==> src/rtl/evt_irq_pkg.sv <==
package evt_irq_pkg;
    localparam int unsigned N_EVT    = 7;
    localparam int unsigned ADDR_W   = 5;
    localparam int unsigned DATA_W   = 8;
    localparam logic [ADDR_W-1:0] CSR_ADDR = 5'h10;

    typedef enum logic {
        ST_QUIET  = 1'b0,
        ST_RAISED = 1'b1
    } irq_state_e;
endpackage

==> src/rtl/evt_csr_decode.sv <==
module evt_csr_decode #(
    parameter int unsigned ADDR_W = 5,
    parameter logic [ADDR_W-1:0] CSR_ADDR = 5'h10
) (
    input  logic [ADDR_W-1:0] bus_addr,
    input  logic              bus_wr,
    input  logic              bus_rd,
    output logic              wr_hit,
    output logic              rd_hit
);
    logic sel;

    always_comb begin
        sel    = (bus_addr == CSR_ADDR);
        wr_hit = sel && bus_wr;
        rd_hit = sel && bus_rd;
    end
endmodule

==> src/rtl/evt_pend_bank.sv <==
module evt_pend_bank #(
    parameter int unsigned N_EVT = 7
) (
    input  logic             clk,
    input  logic             rst_n,
    input  logic [N_EVT-1:0] roll_i,
    input  logic [N_EVT-1:0] mask_i,
    input  logic             clr_i,
    output logic [N_EVT-1:0] pend_q,
    output logic [N_EVT-1:0] pend_nxt
);
    for (genvar k = 0; k < N_EVT; k++) begin : g_flag
        logic hit;
        always_comb begin
            hit         = roll_i[k] && mask_i[k];
            pend_nxt[k] = hit || (pend_q[k] && !clr_i);
        end
        always_ff @(posedge clk or negedge rst_n) begin
            if (!rst_n) pend_q[k] <= 1'b0;
            else        pend_q[k] <= pend_nxt[k];
        end
    end
endmodule

==> src/rtl/evt_irq_fsm.sv <==
module evt_irq_fsm
    import evt_irq_pkg::*;
#(
    parameter int unsigned N_EVT = 7
) (
    input  logic             clk,
    input  logic             rst_n,
    input  logic [N_EVT-1:0] pend_nxt,
    output logic             irq_o
);
    irq_state_e state_q, state_d;

    always_comb begin
        state_d = state_q;
        unique case (state_q)
            ST_QUIET:  if (|pend_nxt)  state_d = ST_RAISED; // RAISE
            ST_RAISED: if (!(|pend_nxt)) state_d = ST_QUIET; // ACK
            default:   state_d = ST_QUIET;
        endcase
    end

    always_ff @(posedge clk or negedge rst_n) begin
        if (!rst_n) state_q <= ST_QUIET;
        else        state_q <= state_d;
    end

    always_comb begin
        unique case (state_q)
            ST_RAISED: irq_o = 1'b1;
            default:   irq_o = 1'b0;
        endcase
    end
endmodule

==> src/rtl/evt_irq_unit.sv <==
module evt_irq_unit
    import evt_irq_pkg::*;
#(
    parameter int unsigned EVTS  = N_EVT,
    parameter int unsigned AW    = ADDR_W,
    parameter int unsigned DW    = DATA_W,
    parameter logic [AW-1:0] REG_ADDR = CSR_ADDR
) (
    input  logic          clk,
    input  logic          rst_n,
    input  logic [EVTS-1:0] roll_i,
    input  logic [AW-1:0] bus_addr,
    input  logic          bus_wr,
    input  logic          bus_rd,
    input  logic [DW-1:0] bus_wdata,
    output logic [DW-1:0] bus_rdata,
    output logic          irq_o
);
    localparam int unsigned PAD_W = DW - EVTS;

    logic            wr_hit, rd_hit;
    logic [EVTS-1:0] mask_q;
    logic [EVTS-1:0] pend_q, pend_nxt;

    evt_csr_decode #(.ADDR_W(AW), .CSR_ADDR(REG_ADDR)) u_dec (
        .bus_addr (bus_addr),
        .bus_wr   (bus_wr),
        .bus_rd   (bus_rd),
        .wr_hit   (wr_hit),
        .rd_hit   (rd_hit)
    );

    always_ff @(posedge clk or negedge rst_n) begin
        if (!rst_n)      mask_q <= '0;
        else if (wr_hit) mask_q <= bus_wdata[EVTS-1:0];
    end

    evt_pend_bank #(.N_EVT(EVTS)) u_pend (
        .clk      (clk),
        .rst_n    (rst_n),
        .roll_i   (roll_i),
        .mask_i   (mask_q),
        .clr_i    (rd_hit),
        .pend_q   (pend_q),
        .pend_nxt (pend_nxt)
    );

    evt_irq_fsm #(.N_EVT(EVTS)) u_fsm (
        .clk      (clk),
        .rst_n    (rst_n),
        .pend_nxt (pend_nxt),
        .irq_o    (irq_o)
    );

    always_comb begin
        bus_rdata = '0;
        if (rd_hit) bus_rdata = {{PAD_W{1'b0}}, pend_q};
    end
endmodule

==> config.mk <==
export PLATFORM = sky130hd
export DESIGN_NAME = evt_irq_unit
export DESIGN_NICKNAME = d
export VERILOG_FILES = /design/src/rtl/evt_irq_pkg.sv /design/src/rtl/evt_csr_decode.sv /design/src/rtl/evt_pend_bank.sv /design/src/rtl/evt_irq_fsm.sv /design/src/rtl/evt_irq_unit.sv
export SDC_FILE = /design/constraint.sdc
export NUM_CORES = 1
export LEC_CHECK = 0
export ABC_AREA = 1
export BUFFER_PORTS_ARGS = -buffer_cell sky130_fd_sc_hd__buf_2
export CAP_MARGIN = 20
export CORE_MARGIN = 2
export CORE_UTILIZATION = 40
export CTS_BUF_LIST = sky130_fd_sc_hd__clkbuf_16
export CTS_CLUSTER_SIZE = 12
export DETAILED_ROUTE_END_ITERATION = 8
export GPL_ROUTABILITY_DRIVEN = 0
export PLACE_DENSITY = 0.74
export SLEW_MARGIN = 20
export SYNTH_ARGS = -nofsm -noshare
export SYNTH_HDL_FRONTEND = slang
export SYNTH_SLANG_ARGS = --single-unit
==> constraint.sdc <==
create_clock -name clk -period 0.85 [get_ports clk]
set_input_delay 0.0425 -clock clk [delete_from_list [all_inputs] [get_ports clk]]
set_output_delay 0.0425 -clock clk [all_outputs]
set_load 0.02 [all_outputs]
; ---- Word level (Yosys, flattened, before mapping)
; Cells that the tools add are included.
[op_classes]
n_eq_ne = 1
n_mux = 3
n_reduce_logical = 25
[op_table]
columns = cell, n
row1 = 1-bit logical AND, 16
row2 = 1-bit logical OR, 7
row3 = 7-bit two-way mux, 1
row4 = 7-bit OR reduction, 1
row5 = 5-bit equality test (second input constant), 1
row6 = 1-bit two-way mux, 2
row7 = 1-bit zero test, 1
[totals]
reg_bits = 15
out_inout_bits = 9

; ---- Logic depth before layout (Yosys ltp)
; Gate-level depths: netlist (run 1).
[logic_depth]
depth_word = 7
mapped_depth = 8

; ---- By module
; Synthesis (run 1) repeated with hierarchy kept, for this count alone.
[hier_totals]
hier_cells = 95
area_unflattened_um2 = 688.2
[modules_own_cells]
columns = module, seq_area_each_um2, n_inst, cells_each, area_each_um2
row1 = evt_irq_unit, 175.2, 1, 46, 332.8
row2 = evt_pend_bank, 175.2, 1, 29, 257.7
row3 = evt_irq_fsm, 25.0, 1, 13, 70.1
row4 = evt_csr_decode, 0.0, 1, 7, 27.5

; ---- Least setup slack after synthesis (run 1)
; OpenSTA, ideal clock, no wires.
[synth_path]
path_type = reg2reg
startpoint = register mask_q[0]
endpoint = register u_fsm.state_q
setup_slack_ns = -0.071
setup_ns = 0.119
stages_incl_launch_ff = 6
t_required_ns = 0.731
t_arrival_ns = 0.802
path_buffers = 0
cell_sequence = dfrtp_1 nand2_1 a21boi_0 nand2_1 nor2_1 nand2_1
[synth_between]
elab_chain_len = 4
[synth_lines]
columns = element, line_no
row1 = "start, declared", evt_irq_unit.sv:22  ; logic [EVTS-1:0] mask_q;
row2 = "start signal, assigned", evt_irq_unit.sv:35  ; else if (wr_hit) mask_q <= bus_wdata[EVTS-1:0];
row3 = 1-bit logical AND, evt_pend_bank.sv:15  ; hit = roll_i[k] && mask_i[k];
row4 = 1-bit logical OR, evt_pend_bank.sv:16  ; pend_nxt[k] = hit || (pend_q[k] && !clr_i);
row5 = 7-bit OR reduction, "evt_irq_fsm.sv:16, evt_irq_fsm.sv:17"
row6 = 1-bit two-way mux, "evt_irq_fsm.sv:16, evt_irq_fsm.sv:17"
row7 = net u_fsm.state_d, evt_irq_fsm.sv:11  ; irq_state_e state_q, state_d;
row8 = "end signal, assigned", evt_irq_fsm.sv:24  ; else state_q <= state_d;
row9 = "end, declared", evt_irq_fsm.sv:11
; The timed path passes the listed nets, and every way through them passes these cells.
; A chain may end at the register's enable or synchronous reset.

; ---- Worst setup path in the final report (run 1)
; Same ends and word-level chain as after synthesis.

==> summary.md, run 1 <==
| Metric | Value |
|---|---|
| HPWL after detailed placement | `around 980 um` |
| Synth area leader | `sky130_fd_sc_hd__dfrtp_1` |
| Setup repair after global routing missed its margin | `true` |
| Number of synthesized register bits | `15` |
| Top-level port count | `33` |
| Final count of pins violating max slew | `0` |
| TritonCTS Sinks | `15` |
| Net Count, Synth | `97` |
| Post-DR wirelength/cell | `10.7 um` |
| Outcome | `finished with violations` |
| Placeable core region | `0.00171 mm2` |
| Critical path class | `reg2reg` |
| Power Internal | `between 1.5 and 2 mW` |
| Placed insts | `130` |
| Power per standard cell area | `roughly 1900 mW/mm2` |
| Area growth from synthesis to layout | `65.1%` |
| Detailed Routing Iterations Pass 1 | `3` |
| Slowest cell on crit path | `sky130_fd_sc_hd__dfrtp_1` |
| Fin. Hold Viols | `0` |
| Floorplan die height | `approximately 46 um` |
| Commonest non-fill, non-tap cells in the layout | `21 x sky130_fd_sc_hd__buf_2, 15 x sky130_fd_sc_hd__dfrtp_1, 13 x sky130_fd_sc_hd__nand2_1` |
| Initial core utilization | `between 40% and 50%` |
| Clock slew seen by the registers of the worst setup and hold paths | `~0.050 ns` |
| Violations in the final reports | `negative setup slack` |
| Final hold slack | `approximately 0.028 ns` |
| Number of antenna violations at the first check in global routing | `0` |
| Register area share after synthesis | `52.5%` |
| Max H-tree Level | `1` |
| Bufs and invs on worst path | `0` |
| Total placed instance area | `approximately 930 um2` |
| Final instance count without filler cells | `between 100 and 150` |
| Switching portion of total power | `about a quarter` |
| Net switching power | `~0.54 mW` |
| Worst endpoint required time | `roughly 0.98 ns` |
| Class of the worst hold path | `in2reg` |
| List of cells traversed by the critical path | `nand2_1 -> a21boi_2 -> nand2_1 -> nor2_1 -> nand2_1` |
| Antenna-violating nets left | `0` |
| Final clock period utilization by the worst path | `118%` |
| CP Capture Type | `register` |
| Data arrival time of the critical path | `between 1 and 1.5 ns` |
| Combinational cell fraction of total power | `18.7%` |
| Row count | `15` |
| Proportion of power drawn by flip-flops and latches | `between 40% and 50%` |
| Highest attainable clock frequency | `just under 1000 MHz` |
| Antenna Diode Count | `0` |
| Average vias per placed instance | `4.35` |
| Portion of total power attributed to the clock network | `roughly two fifths` |
| Chip Width | `roughly 46 um` |
| Top post-synthesis cells by area | `sky130_fd_sc_hd__dfrtp_1 53%, sky130_fd_sc_hd__mux2_2 11%, sky130_fd_sc_hd__inv_1 8.4%, sky130_fd_sc_hd__nand2_1 6.8%, sky130_fd_sc_hd__nor2_1 4.7%` |
| Total Die Area | `around 0.0021 mm2` |
| Global route overflow | `0` |
| Final min period | `between 1 and 1.5 ns` |
| Share of post-route cells with drive strength above 1 | `around 62%` |
| YS warnings | `0` |
| Mapped Avg Cell Area | `a little under 10 um2` |
| Global-route wire length before repair | `approximately 2300 um` |
| Number of nets at the end of the flow | `142` |
| Maximum Capacitance Violations | `0` |
| Number of buffers added on ports | `30` |
| Crit path top cell by count | `sky130_fd_sc_hd__nand2_1` |
| DRC violation count after routing | `0` |
| Maximum count of clock buffers along a single path | `2` |
| Wirelength, routed | `about 1500 um` |
| Final Instance Area | `0.00118 mm2` |
| Clock tree from TritonCTS | `yes` |
| Via count of the first global-routing pass | `573` |
| Total Routing Usage GR | `14.9%` |
| Worst Skew | `between 0.003 and 0.004 ns` |
| Clock buffer count from CTS | `3` |
| Largest driver fanout on the critical path | `2` |
| Worst IR Drop VDD | `around 1.6 mV` |
| Slowest Stage Delay on Critical Path | `approximately 0.37 ns` |
| Initial DRC count | `5` |
| Cell family with the largest share of critical-path delay | `flip-flops` |
| Overall power | `approximately 2.2 mW` |
| Worst path setup slack after routing | `-0.156 ns` |
| Number of filler instances in the final layout | `126` |
| Most common library cell in the layout ignoring fill and taps | `sky130_fd_sc_hd__buf_2` |
| Pin count of the biggest net entering global routing | `16` |
| Clock latency of the later-clocked register in the worst-skew pair | `0.24 ns` |
| Cell area after synthesis | `between 700 and 800 um2` |
| Post-Synthesis Cells | `73` |
| Post-synth top area share | `52.5%` |
| Setup-violating endpoint count in the final report | `10` |
| Clock root buffer master | `sky130_fd_sc_hd__clkbuf_16` |
| Setup crit start kind | `register` |
| Synth cell types | `13` |
| Post-placement setup slack | `-0.265 ns` |
| Leakage power figure | `0.604 nW` |
| Total via count after detailed routing | `roughly 600` |
[state kept, by name, indices dropped and copies added (netlist names)]
name / cells
u_fsm.state_q: 1
u_pend.pend_q: 7
mask_q: 7
[cell families after synthesis]
kind of cell | count (synthesis) | synth area share (%)
buffers and inverters | 18 | 11.0
other | 1 | 0.525
AND/OR/NAND/NOR | 26 | 16.8
AO/OA/AOI/OAI | 6 | 8.06
multiplexers | 7 | 11.0
flip-flops | 15 | 52.5
[Yosys cell counts]
cell,count
sky130_fd_sc_hd__dfrtp_1,15
sky130_fd_sc_hd__conb_1,1
sky130_fd_sc_hd__a21oi_4,1
sky130_fd_sc_hd__buf_4,1
sky130_fd_sc_hd__buf_6,1
sky130_fd_sc_hd__a21boi_2,1
sky130_fd_sc_hd__nand2_1,13
sky130_fd_sc_hd__mux2_2,7
sky130_fd_sc_hd__nand4_2,2
sky130_fd_sc_hd__inv_1,16
sky130_fd_sc_hd__nor2_2,2
sky130_fd_sc_hd__nor2_1,9
sky130_fd_sc_hd__a21boi_0,4
[area by class of cell]
| type | count | area (um2) | area share (%) |
|---|---|---|---|
| timing repair buffer | 41 | 292 | 24.7 |
| clock inverter | 1 | 5.00 | 0.424 |
| clock buffer | 3 | 75.1 | 6.36 |
| multi-input combinational | 41 | 339 | 28.7 |
| tap | 25 | 31.3 | 2.65 |
| inverter | 16 | 62.6 | 5.30 |
| sequential | 15 | 375 | 31.8 |
[per-stage QoR]
step                      utilization (%)  TNS, ns
after global routing                 69.1    -1.26
after CTS                            65.0   -0.577
after detailed placement             54.4    -2.86
after global placement               54.4    -2.20
after floorplan                         -  -0.0384
final                                69.1   -0.663
[power groups by stage]
stage          registers (mW)  logic (mW)  clock network [mW]
3_3_place_gp            0.912       0.308                   0
5_1_grt                 0.926       0.463               0.962
2_1_floorplan           0.901       0.204                   0
6_report                0.914       0.418               0.910
4_1_cts                 0.911       0.363               0.909
3_5_place_dp            0.918       0.317                   0
[worst paths after layout]
kind	start	to	slack [ns]	cells after the start
worst max-delay path	mask_q[0]	u_fsm.state_q	-0.16	5
worst min-delay path	bus_wdata[0]	mask_q[0]	0.03	2
worst max register to register	mask_q[0]	u_fsm.state_q	-0.16	5
worst min register to register	u_pend.pend_q[5]	u_pend.pend_q[5]	0.50	2
max in group asynchronous	rst_n	mask_q[6]	0.37	2
min in group asynchronous	rst_n	u_pend.pend_q[3]	0.24	2
[worst reg2reg max path: cells and delay by family (launching register included)]
| family | cells | cell delay, ns |
|---|---|---|
| AOI/OAI and AO/OA | 1 | 0.17 |
| DFF | 1 | 0.37 |
| and+or+nand+nor | 4 | 0.34 |
[per-layer routing]
layer	global-route usage (%)	wire [um]	vias up
li1	-	-	311
met2	25.6	791	18
met5	0	0	-
met1	17.4	627	286
met4	6.29	8	0
met3	3.92	88	2
[repair_timing]
| item | in CTS | in global routing |
|---|---|---|
| hold endpoints to repair | 15 | 0 |
| pin swaps | 9 | 5 |
| endpoints found under the setup margin | 10 | 19 |
| gates cloned | 1 | 0 |
| buffers inserted | 4 | 3 |
| resized for setup | 16 | 17 |
| hold buffers | 1 | 0 |
Power figures use the tool's default switching activity.
==> run 2: changes to the inputs <==
--- a/config.mk
+++ b/config.mk
@@ -9,13 +9,14 @@
 export BUFFER_PORTS_ARGS = -buffer_cell sky130_fd_sc_hd__buf_2
 export CAP_MARGIN = 20
 export CORE_MARGIN = 2
-export CORE_UTILIZATION = 40
+export CORE_UTILIZATION = 39
 export CTS_BUF_LIST = sky130_fd_sc_hd__clkbuf_16
 export CTS_CLUSTER_SIZE = 12
 export DETAILED_ROUTE_END_ITERATION = 8
 export GPL_ROUTABILITY_DRIVEN = 0
-export PLACE_DENSITY = 0.74
+export PLACE_DENSITY = 0.73
 export SLEW_MARGIN = 20
 export SYNTH_ARGS = -nofsm -noshare
 export SYNTH_HDL_FRONTEND = slang
+export SYNTH_HIERARCHICAL = 1
 export SYNTH_SLANG_ARGS = --single-unit
==> run 2 against run 1 <==
  * The flow still finishes with violations (negative setup slack)
  * Hold slack worse by 0.027 ns
  * Via count increased by 4.9%
  * Synthesized cell count grew 30%
  * Critical endpoint is now bus_rdata[3]
  * Largest power group unchanged
  * Largest cell class unchanged
  * Critical path depth shrank 2
  * Combinational power decreased by 24%
  * Maximum frequency rose by 13%
  * Worst setup slack gained 0.11 ns
  * Die area down 1.1%
  * Sequential power up 2.2%
==> summary.md, run 2 <==
| Metric | Value |
|---|---|
| Initial core utilization | `40.7% (-1.1 points)` |
| Highest attainable clock frequency | `1120 MHz (+13%)` |
| Chip Width | `46.0 um (-0.55%)` |
| Hold path startpoint | `bus_wdata[3]` |
| Net Count, Synth | `119 (+23%)` |
| Worst IR Drop VDD | `1.15 mV (-29%)` |
| Average vias per placed instance | `4.31 (-0.73%)` |
| Outcome | `finished with violations` |
| Combinational cell fraction of total power | `14.8% (-3.9 points)` |
| Maximum Capacitance Violations | `0 (unchanged)` |
| DRC violation count after routing | `0 (unchanged)` |
| Largest driver fanout on the critical path | `2 (unchanged)` |
| Post-placement setup slack | `-0.200 ns (+0.0646 ns)` |
| Number of buffers added on ports | `30 (unchanged)` |
| YS warnings | `6 (+6)` |
| Final clock period utilization by the worst path | `105% (-13 points)` |
| Final hold slack | `0.00170 ns (-0.0267 ns)` |
| TritonCTS Sinks | `15 (unchanged)` |
| Most common library cell in the layout ignoring fill and taps | `sky130_fd_sc_hd__nand2_1` |
| Portion of total power attributed to the clock network | `41.4% (+0.8 points)` |
| Total via count after detailed routing | `647 (+4.9%)` |
| Clock tree from TritonCTS | `yes` |
| Global route overflow | `0 (unchanged)` |
| R2r startpoint | `u_pend/pend_q[0]` |
| Clock buffer count from CTS | `3 (unchanged)` |
| Total Die Area | `0.00212 mm2 (-1.1%)` |
| Register area share after synthesis | `54.5% (+2.0 points)` |
| Setup repair after global routing missed its margin | `true` |
| Maximum count of clock buffers along a single path | `2 (unchanged)` |
| Setup-violating endpoint count in the final report | `8 (-2)` |
| Number of synthesized register bits | `15 (unchanged)` |
| Antenna-violating nets left | `0 (unchanged)` |
| Largest registers | `mask_q (7), u_pend/pend_q (7), u_fsm/state_q (1)` |
| Most instantiated cells after synthesis | `53 x sky130_fd_sc_hd__nand2_1, 15 x sky130_fd_sc_hd__dfrtp_1, 15 x sky130_fd_sc_hd__inv_1, 6 x sky130_fd_sc_hd__nor2_1, 2 x sky130_fd_sc_hd__inv_2` |
| Critical path class | `reg2out` |
| Worst endpoint required time | `0.81 ns (-0.17 ns)` |
| Top-level port count | `33 (unchanged)` |
| Startpoint of the most critical setup path | `u_pend/pend_q[3]` |
| Proportion of power drawn by flip-flops and latches | `43.8% (+3.0 points)` |
| Row count | `15 (unchanged)` |
| Post-synth top area share | `54.5% (+2.0 points)` |
| Mapped Avg Cell Area | `7.24 um2 (-26%)` |
| Data arrival time of the critical path | `0.85 ns (-0.28 ns)` |
| Antenna Diode Count | `0 (unchanged)` |
| Net switching power | `0.517 mW (-5.1%)` |
| Top post-synthesis cells by area | `sky130_fd_sc_hd__dfrtp_1 55%, sky130_fd_sc_hd__nand2_1 29%, sky130_fd_sc_hd__inv_1 8.2%, sky130_fd_sc_hd__nor2_1 3.3%, sky130_fd_sc_hd__buf_6 1.6%` |
| Fraction of synthesis flops using an asynchronous set or reset pin | `100% (unchanged)` |
| Overall power | `2.14 mW (-4.7%)` |
| Clock slew seen by the registers of the worst setup and hold paths | `0.05 ns (about the same)` |
| Number of antenna violations at the first check in global routing | `0 (unchanged)` |
| Pin count of the biggest net entering global routing | `16 (unchanged)` |
| Initial DRC count | `9 (+4)` |
| Setup crit start kind | `register` |
| Final core utilization | `64.0% (-5.1 points)` |
| Via count of the first global-routing pass | `567 (-1.0%)` |
| Count of flip-flops with a built-in enable after synthesis | `0 (unchanged)` |
| Switching portion of total power | `24.2% (-0.086 points)` |
| Final min period | `0.892 ns (-0.113 ns)` |
| Most common flop cell mapped by yosys | `sky130_fd_sc_hd__dfrtp_1` |
| Leakage power figure | `0.643 nW (+6.5%)` |
| Commonest non-fill, non-tap cells in the layout | `47 x sky130_fd_sc_hd__nand2_1, 20 x sky130_fd_sc_hd__buf_2, 15 x sky130_fd_sc_hd__dfrtp_1` |
| Clock latency of the later-clocked register in the worst-skew pair | `0.24 ns (about the same)` |
| Area growth from synthesis to layout | `57.1%` |
| Post-DR wirelength/cell | `9.96 um (-6.7%)` |
| Cell area after synthesis | `688 um2 (-3.7%)` |
| Floorplan die height | `46.0 um (-0.55%)` |
| Placeable core region | `0.00169 mm2 (-1.1%)` |
| Fin. Hold Viols | `0 (unchanged)` |
| Global-route wire length before repair | `2210 um (-3.3%)` |
| Most common cell in the synthesized netlist | `sky130_fd_sc_hd__nand2_1` |
| Worst Skew | `0.00121 ns (-0.00263 ns)` |
| Number of nets at the end of the flow | `158 (+11%)` |
| Clock root buffer master | `sky130_fd_sc_hd__clkbuf_16` |
| Power Internal | `1.62 mW (-4.6%)` |
| Detailed Routing Iterations Pass 1 | `5 (+2)` |
| Wirelength, routed | `1490 um (-1.5%)` |
| Share of post-route cells with drive strength above 1 | `42.1% (-19 points)` |
| CP Capture Type | `output pin` |
| Post-Synthesis Cells | `95 (+30%)` |
| Max H-tree Level | `1 (unchanged)` |
| Class of the worst hold path | `in2reg` |
| Synth cell types | `9 (-4)` |
| Power per standard cell area | `1980 mW/mm2 (+4.0%)` |
| Violations in the final reports | `negative setup slack` |
| Final count of pins violating max slew | `0 (unchanged)` |
| Worst path setup slack after routing | `-0.0424 ns (+0.113 ns)` |
| Synth area leader | `sky130_fd_sc_hd__dfrtp_1` |
| Total Routing Usage GR | `14.5% (-0.42 points)` |
| HPWL after detailed placement | `1090 um (+11%)` |
[run 2: changes by cell type in the layout (fill, tap and decap cells not counted), sizes merged]
cell | previous run | this run
nand2 | 13 | 53
mux2 | 7 | 0
buf | 40 | 34
a21boi | 5 | 0
nor2 | 11 | 6
nand4 | 3 | 0
inv | 16 | 18
a21oi | 1 | 0
clkinv | 1 | 0
dlygate4sd3 | 1 | 2
nand3 | 0 | 1
[run 2: metal layers]
| metal | GRT usage (%) | routed length [um] |
|---|---|---|
| met5 | 0 | 0 |
| met4 | 3.43 | 0 |
| met3 | 3.57 | 46 |
| met2 | 27.2 | 835 |
| met1 | 16.1 | 612 |
[run 2: layout make-up]
class	count	area, um2
multi-input cells	61	275
repair buffers	36	267
flip-flops and latches	15	375
clock buffers	3	75.1
clock inverters	1	3.75
well taps	17	21.3
fillers	149	608
inverters	17	63.8
[run 2: worst max-delay path, cell delays in order, from the launching register on]
cell	delay, ns
sky130_fd_sc_hd__dfrtp_1	0.39
sky130_fd_sc_hd__nand2_2	0.07
sky130_fd_sc_hd__inv_2	0.03
sky130_fd_sc_hd__buf_6	0.12
[run 2: cell families (layout without fill, tap and decap cells)]
logic type | Yosys count | after routing | synth area share [%]
buffers and inverters | 19 | 57 | 12.0
AND/OR/NAND/NOR | 60 | 60 | 32.9
other | 1 | 1 | 0.545
flip-flops | 15 | 15 | 54.5
[run 2: path summary, 6_finish.rpt]
| kind | slack, ns | cells past startpoint | end |
|---|---|---|---|
| worst max-delay path | -0.04 | 3 | bus_rdata[3] |
| worst min register to register | 0.47 | 2 | mask_q[4] |
| worst max register to register | -0.03 | 6 | u_fsm/state_q |
| max in group asynchronous | 0.37 | 2 | mask_q[4] |
| worst min-delay path | 0.002 | 3 | mask_q[3] |
| min in group asynchronous | 0.23 | 2 | u_pend/pend_q[1] |
[run 2: repair_timing]
| item | 4_1_cts | 5_1_grt |
|---|---|---|
| endpoints found under the setup margin | 8 | 8 |
| hold endpoints to repair | 16 | 0 |
| hold buffers | 2 | 0 |
| gates resized for setup | 15 | 16 |
| buffers inserted | 0 | 2 |
| gates cloned | 0 | 0 |
| pin swaps | 8 | 7 |
[run 2: through the flow]
stage                     instance area (um2)  instances  TNS [ns]
final                                    1080        150    -0.255
after global routing                     1080        150    -0.511
after CTS                                1030        148    -0.234
after detailed placement                  883        142     -1.55
after global placement                    883        142    -0.990
after floorplan                           716         95   -0.0803
[run 2: power by group through the flow]
stage	Clock [mW]	Combinational [mW]	Sequential, mW
global route	0.924	0.362	0.947
detailed placement	0	0.275	0.933
CTS	0.904	0.294	0.924
finish	0.885	0.316	0.934
floorplan	0	0.176	0.910
global placement	0	0.261	0.928
==> run 3: changes to the inputs <==
--- a/config.mk
+++ b/config.mk
@@ -9,12 +9,13 @@
 export BUFFER_PORTS_ARGS = -buffer_cell sky130_fd_sc_hd__buf_2
 export CAP_MARGIN = 20
 export CORE_MARGIN = 2
-export CORE_UTILIZATION = 39
+export CORE_UTILIZATION = 43
 export CTS_BUF_LIST = sky130_fd_sc_hd__clkbuf_16
 export CTS_CLUSTER_SIZE = 12
 export DETAILED_ROUTE_END_ITERATION = 8
 export GPL_ROUTABILITY_DRIVEN = 0
-export PLACE_DENSITY = 0.73
+export PLACE_DENSITY = 0.76
+export REMOVE_ABC_BUFFERS = 1
 export SLEW_MARGIN = 20
 export SYNTH_ARGS = -nofsm -noshare
 export SYNTH_HDL_FRONTEND = slang
==> constraint.sdc (replaced) <==
create_clock -name clk -period 0.9 [get_ports clk]
set_input_delay 0.045 -clock clk [delete_from_list [all_inputs] [get_ports clk]]
set_output_delay 0.045 -clock clk [all_outputs]
set_load 0.02 [all_outputs]
==> run 3 against run 2 <==
  * The run still ends with negative setup slack left
  * Non-clock buffer count grew 3
  * Hold slack barely moved
  * Utilization is 11 points higher
  * Combinational power grew 18%
  * Sequential share of layout area shrank 1.6 points
  * Power decreased by 1.1%
  * Largest cell class unchanged
  * Flip-flop and latch count unchanged
  * Register-to-register slack worse by 0.03 ns
  * Cell area increased by 4.9%
  * Global-route usage is 5.1 points higher
==> summary.md, run 3 (synthesis gave the netlist of run 2 again) <==
| Metric | Value |
|---|---|
| Switching portion of total power | `26.0% (+1.8 points)` |
| Post-placement setup slack | `-0.205 ns (-0.00520 ns)` |
| Max H-tree Level | `1 (unchanged)` |
| Placeable core region | `0.00151 mm2 (-11%)` |
| Number of buffers added on ports | `30 (unchanged)` |
| Worst Skew | `0.00171 ns (+0.000496 ns)` |
| Via count of the first global-routing pass | `691 (+22%)` |
| Worst path setup slack after routing | `-0.0638 ns (-0.0213 ns)` |
| Commonest non-fill, non-tap cells in the layout | `42 x sky130_fd_sc_hd__nand2_1, 20 x sky130_fd_sc_hd__buf_2, 15 x sky130_fd_sc_hd__dfrtp_1` |
| Portion of total power attributed to the clock network | `40.2% (-1.2 points)` |
| Setup crit start kind | `register` |
| Antenna Diode Count | `0 (unchanged)` |
| Clock buffer count from CTS | `3 (unchanged)` |
| Violations in the final reports | `negative setup slack` |
| Antenna-violating nets left | `0 (unchanged)` |
| Chip Width | `44.0 um (-4.3%)` |
| Post-DR wirelength/cell | `12.1 um (+21%)` |
| Share of post-route cells with drive strength above 1 | `47.8% (+5.7 points)` |
| HPWL after detailed placement | `1080 um (-0.84%)` |
| Floorplan die height | `44.0 um (-4.3%)` |
| Class of the worst hold path | `in2reg` |
| Proportion of power drawn by flip-flops and latches | `42.1% (-1.7 points)` |
| Average vias per placed instance | `4.49 (+4.2%)` |
| Area growth from synthesis to layout | `64.7%` |
| Final core utilization | `75.2% (+11 points)` |
| Final instance count without filler cells | `152 (+1.3%)` |
| Initial core utilization | `45.7% (+4.9 points)` |
| Slack of the worst reg-to-reg path | `-0.06 ns (-0.03 ns)` |
| Detailed Routing Iterations Pass 1 | `4 (-1)` |
| Most common library cell in the layout ignoring fill and taps | `sky130_fd_sc_hd__nand2_1` |
| Overall power | `2.11 mW (-1.1%)` |
| Net switching power | `0.549 mW (+6.2%)` |
| Worst IR Drop VDD | `1.04 mV (-10%)` |
| Initial DRC count | `10 (+1)` |
| Total Routing Usage GR | `19.6% (+5.1 points)` |
| Maximum count of clock buffers along a single path | `2 (unchanged)` |
| Power per standard cell area | `1860 mW/mm2 (-5.6%)` |
| Clock root buffer master | `sky130_fd_sc_hd__clkbuf_16` |
| Fin. Hold Viols | `0 (unchanged)` |
| Clock latency of the later-clocked register in the worst-skew pair | `0.24 ns (about the same)` |
| Number of filler instances in the final layout | `99 (-34%)` |
| Final hold slack | `0.00215 ns (+0.000447 ns)` |
| Critical path class | `reg2reg` |
| Global route overflow | `0 (unchanged)` |
| Maximum Capacitance Violations | `0 (unchanged)` |
| Placed insts | `143 (+0.70%)` |
| Leakage power figure | `0.660 nW (+2.7%)` |
| Total via count after detailed routing | `683 (+5.6%)` |
| Number of antenna violations at the first check in global routing | `0 (unchanged)` |
| Clock tree from TritonCTS | `yes` |
| Combinational cell fraction of total power | `17.7% (+2.9 points)` |
| Pin count of the biggest net entering global routing | `16 (unchanged)` |
| Global-route wire length before repair | `2720 um (+23%)` |
| Worst endpoint required time | `1.03 ns (+0.22 ns)` |
| Area occupied by multi-input gates | `293 um2 (+6.4%)` |
| Final count of pins violating max slew | `0 (unchanged)` |
| Highest attainable clock frequency | `1040 MHz` |
| Outcome | `finished with violations` |
| CP Capture Type | `register` |
| TritonCTS Sinks | `15 (unchanged)` |
| Largest driver fanout on the critical path | `2 (unchanged)` |
| Area used by sequential logic in the layout | `375 um2 (unchanged)` |
| Clock slew seen by the registers of the worst setup and hold paths | `0.05 ns (about the same)` |
| Final clock period utilization by the worst path | `107%` |
| Data arrival time of the critical path | `1.09 ns (+0.24 ns)` |
| Top-level port count | `33 (unchanged)` |
| Final min period | `just under 1 ns` |
| DRC violation count after routing | `0 (unchanged)` |
| Setup repair after global routing missed its margin | `true` |
| Power Internal | `1.56 mW (-3.4%)` |
| Wirelength, routed | `1840 um (+23%)` |
| Number of nets at the end of the flow | `161 (+1.9%)` |
| Total Die Area | `0.00194 mm2 (-8.5%)` |
| Largest registers | `mask_q (7), u_pend/pend_q (7), u_fsm/state_q (1)` |
| Setup-violating endpoint count in the final report | `2 (-6)` |
| Row count | `14 (-1)` |
## run 3: power groups by stage
stage,clock network (mW),logic [mW],registers (mW)
after floorplan,0,0.156,0.860
after global placement,0,0.238,0.877
after detailed placement,0,0.252,0.879
after CTS,0.866,0.307,0.877
after global routing,0.889,0.413,0.904
final,0.850,0.374,0.889
## run 3: repair_timing
item	in CTS	in global routing
gates cloned	0	0
hold buffers	2	0
endpoints found under the setup margin	8	15
setup buffers	1	2
resized for setup	27	17
pin swaps	11	18
endpoints found under the hold margin	16	0
## run 3: stage by stage
stage	instance area (um2)	TNS, ns
finish	1130	-0.0640
global route	1130	-0.226
CTS	1060	-0.0638
detailed placement	882	-1.19
global placement	882	-0.765
floorplan	669	-0.196
## run 3: final cells by class
cell class	instances	share of cell area, %
inverters	17	5.63
clock buffers	3	6.62
multi-input cells	61	25.8
flip-flops and latches	15	33.1
clock inverters	1	0.442
well taps	16	1.77
repair buffers	39	26.6
## run 3: worst paths after layout
path | start | endpoint | cells after the start
setup / recovery | mask_q[1] | u_fsm/state_q | 6
hold / removal | bus_wdata[5] | mask_q[5] | 3
setup reg to reg | mask_q[1] | u_fsm/state_q | 6
hold reg to reg | mask_q[4] | mask_q[4] | 2
max in group asynchronous | rst_n | mask_q[5] | 2
min in group asynchronous | rst_n | u_pend/pend_q[5] | 2
## run 3: worst max-delay path, cell delays in order, from the launching register on
cell and delay [ns]:
sky130_fd_sc_hd__dfrtp_1 0.39, sky130_fd_sc_hd__nand2_1 0.10, sky130_fd_sc_hd__nand2_2 0.07, sky130_fd_sc_hd__inv_2 0.05, sky130_fd_sc_hd__nand2_2 0.05, sky130_fd_sc_hd__nor2_1 0.13
sky130_fd_sc_hd__nand2_1 0.06
## run 3: metal layers
metal	up-vias	routed length, um	GRT usage [%]
met5	-	0	0
met4	0	27	10.3
met3	4	59	5.00
met2	22	1020	36.8
met1	301	729	19.4
li1	356	-	-
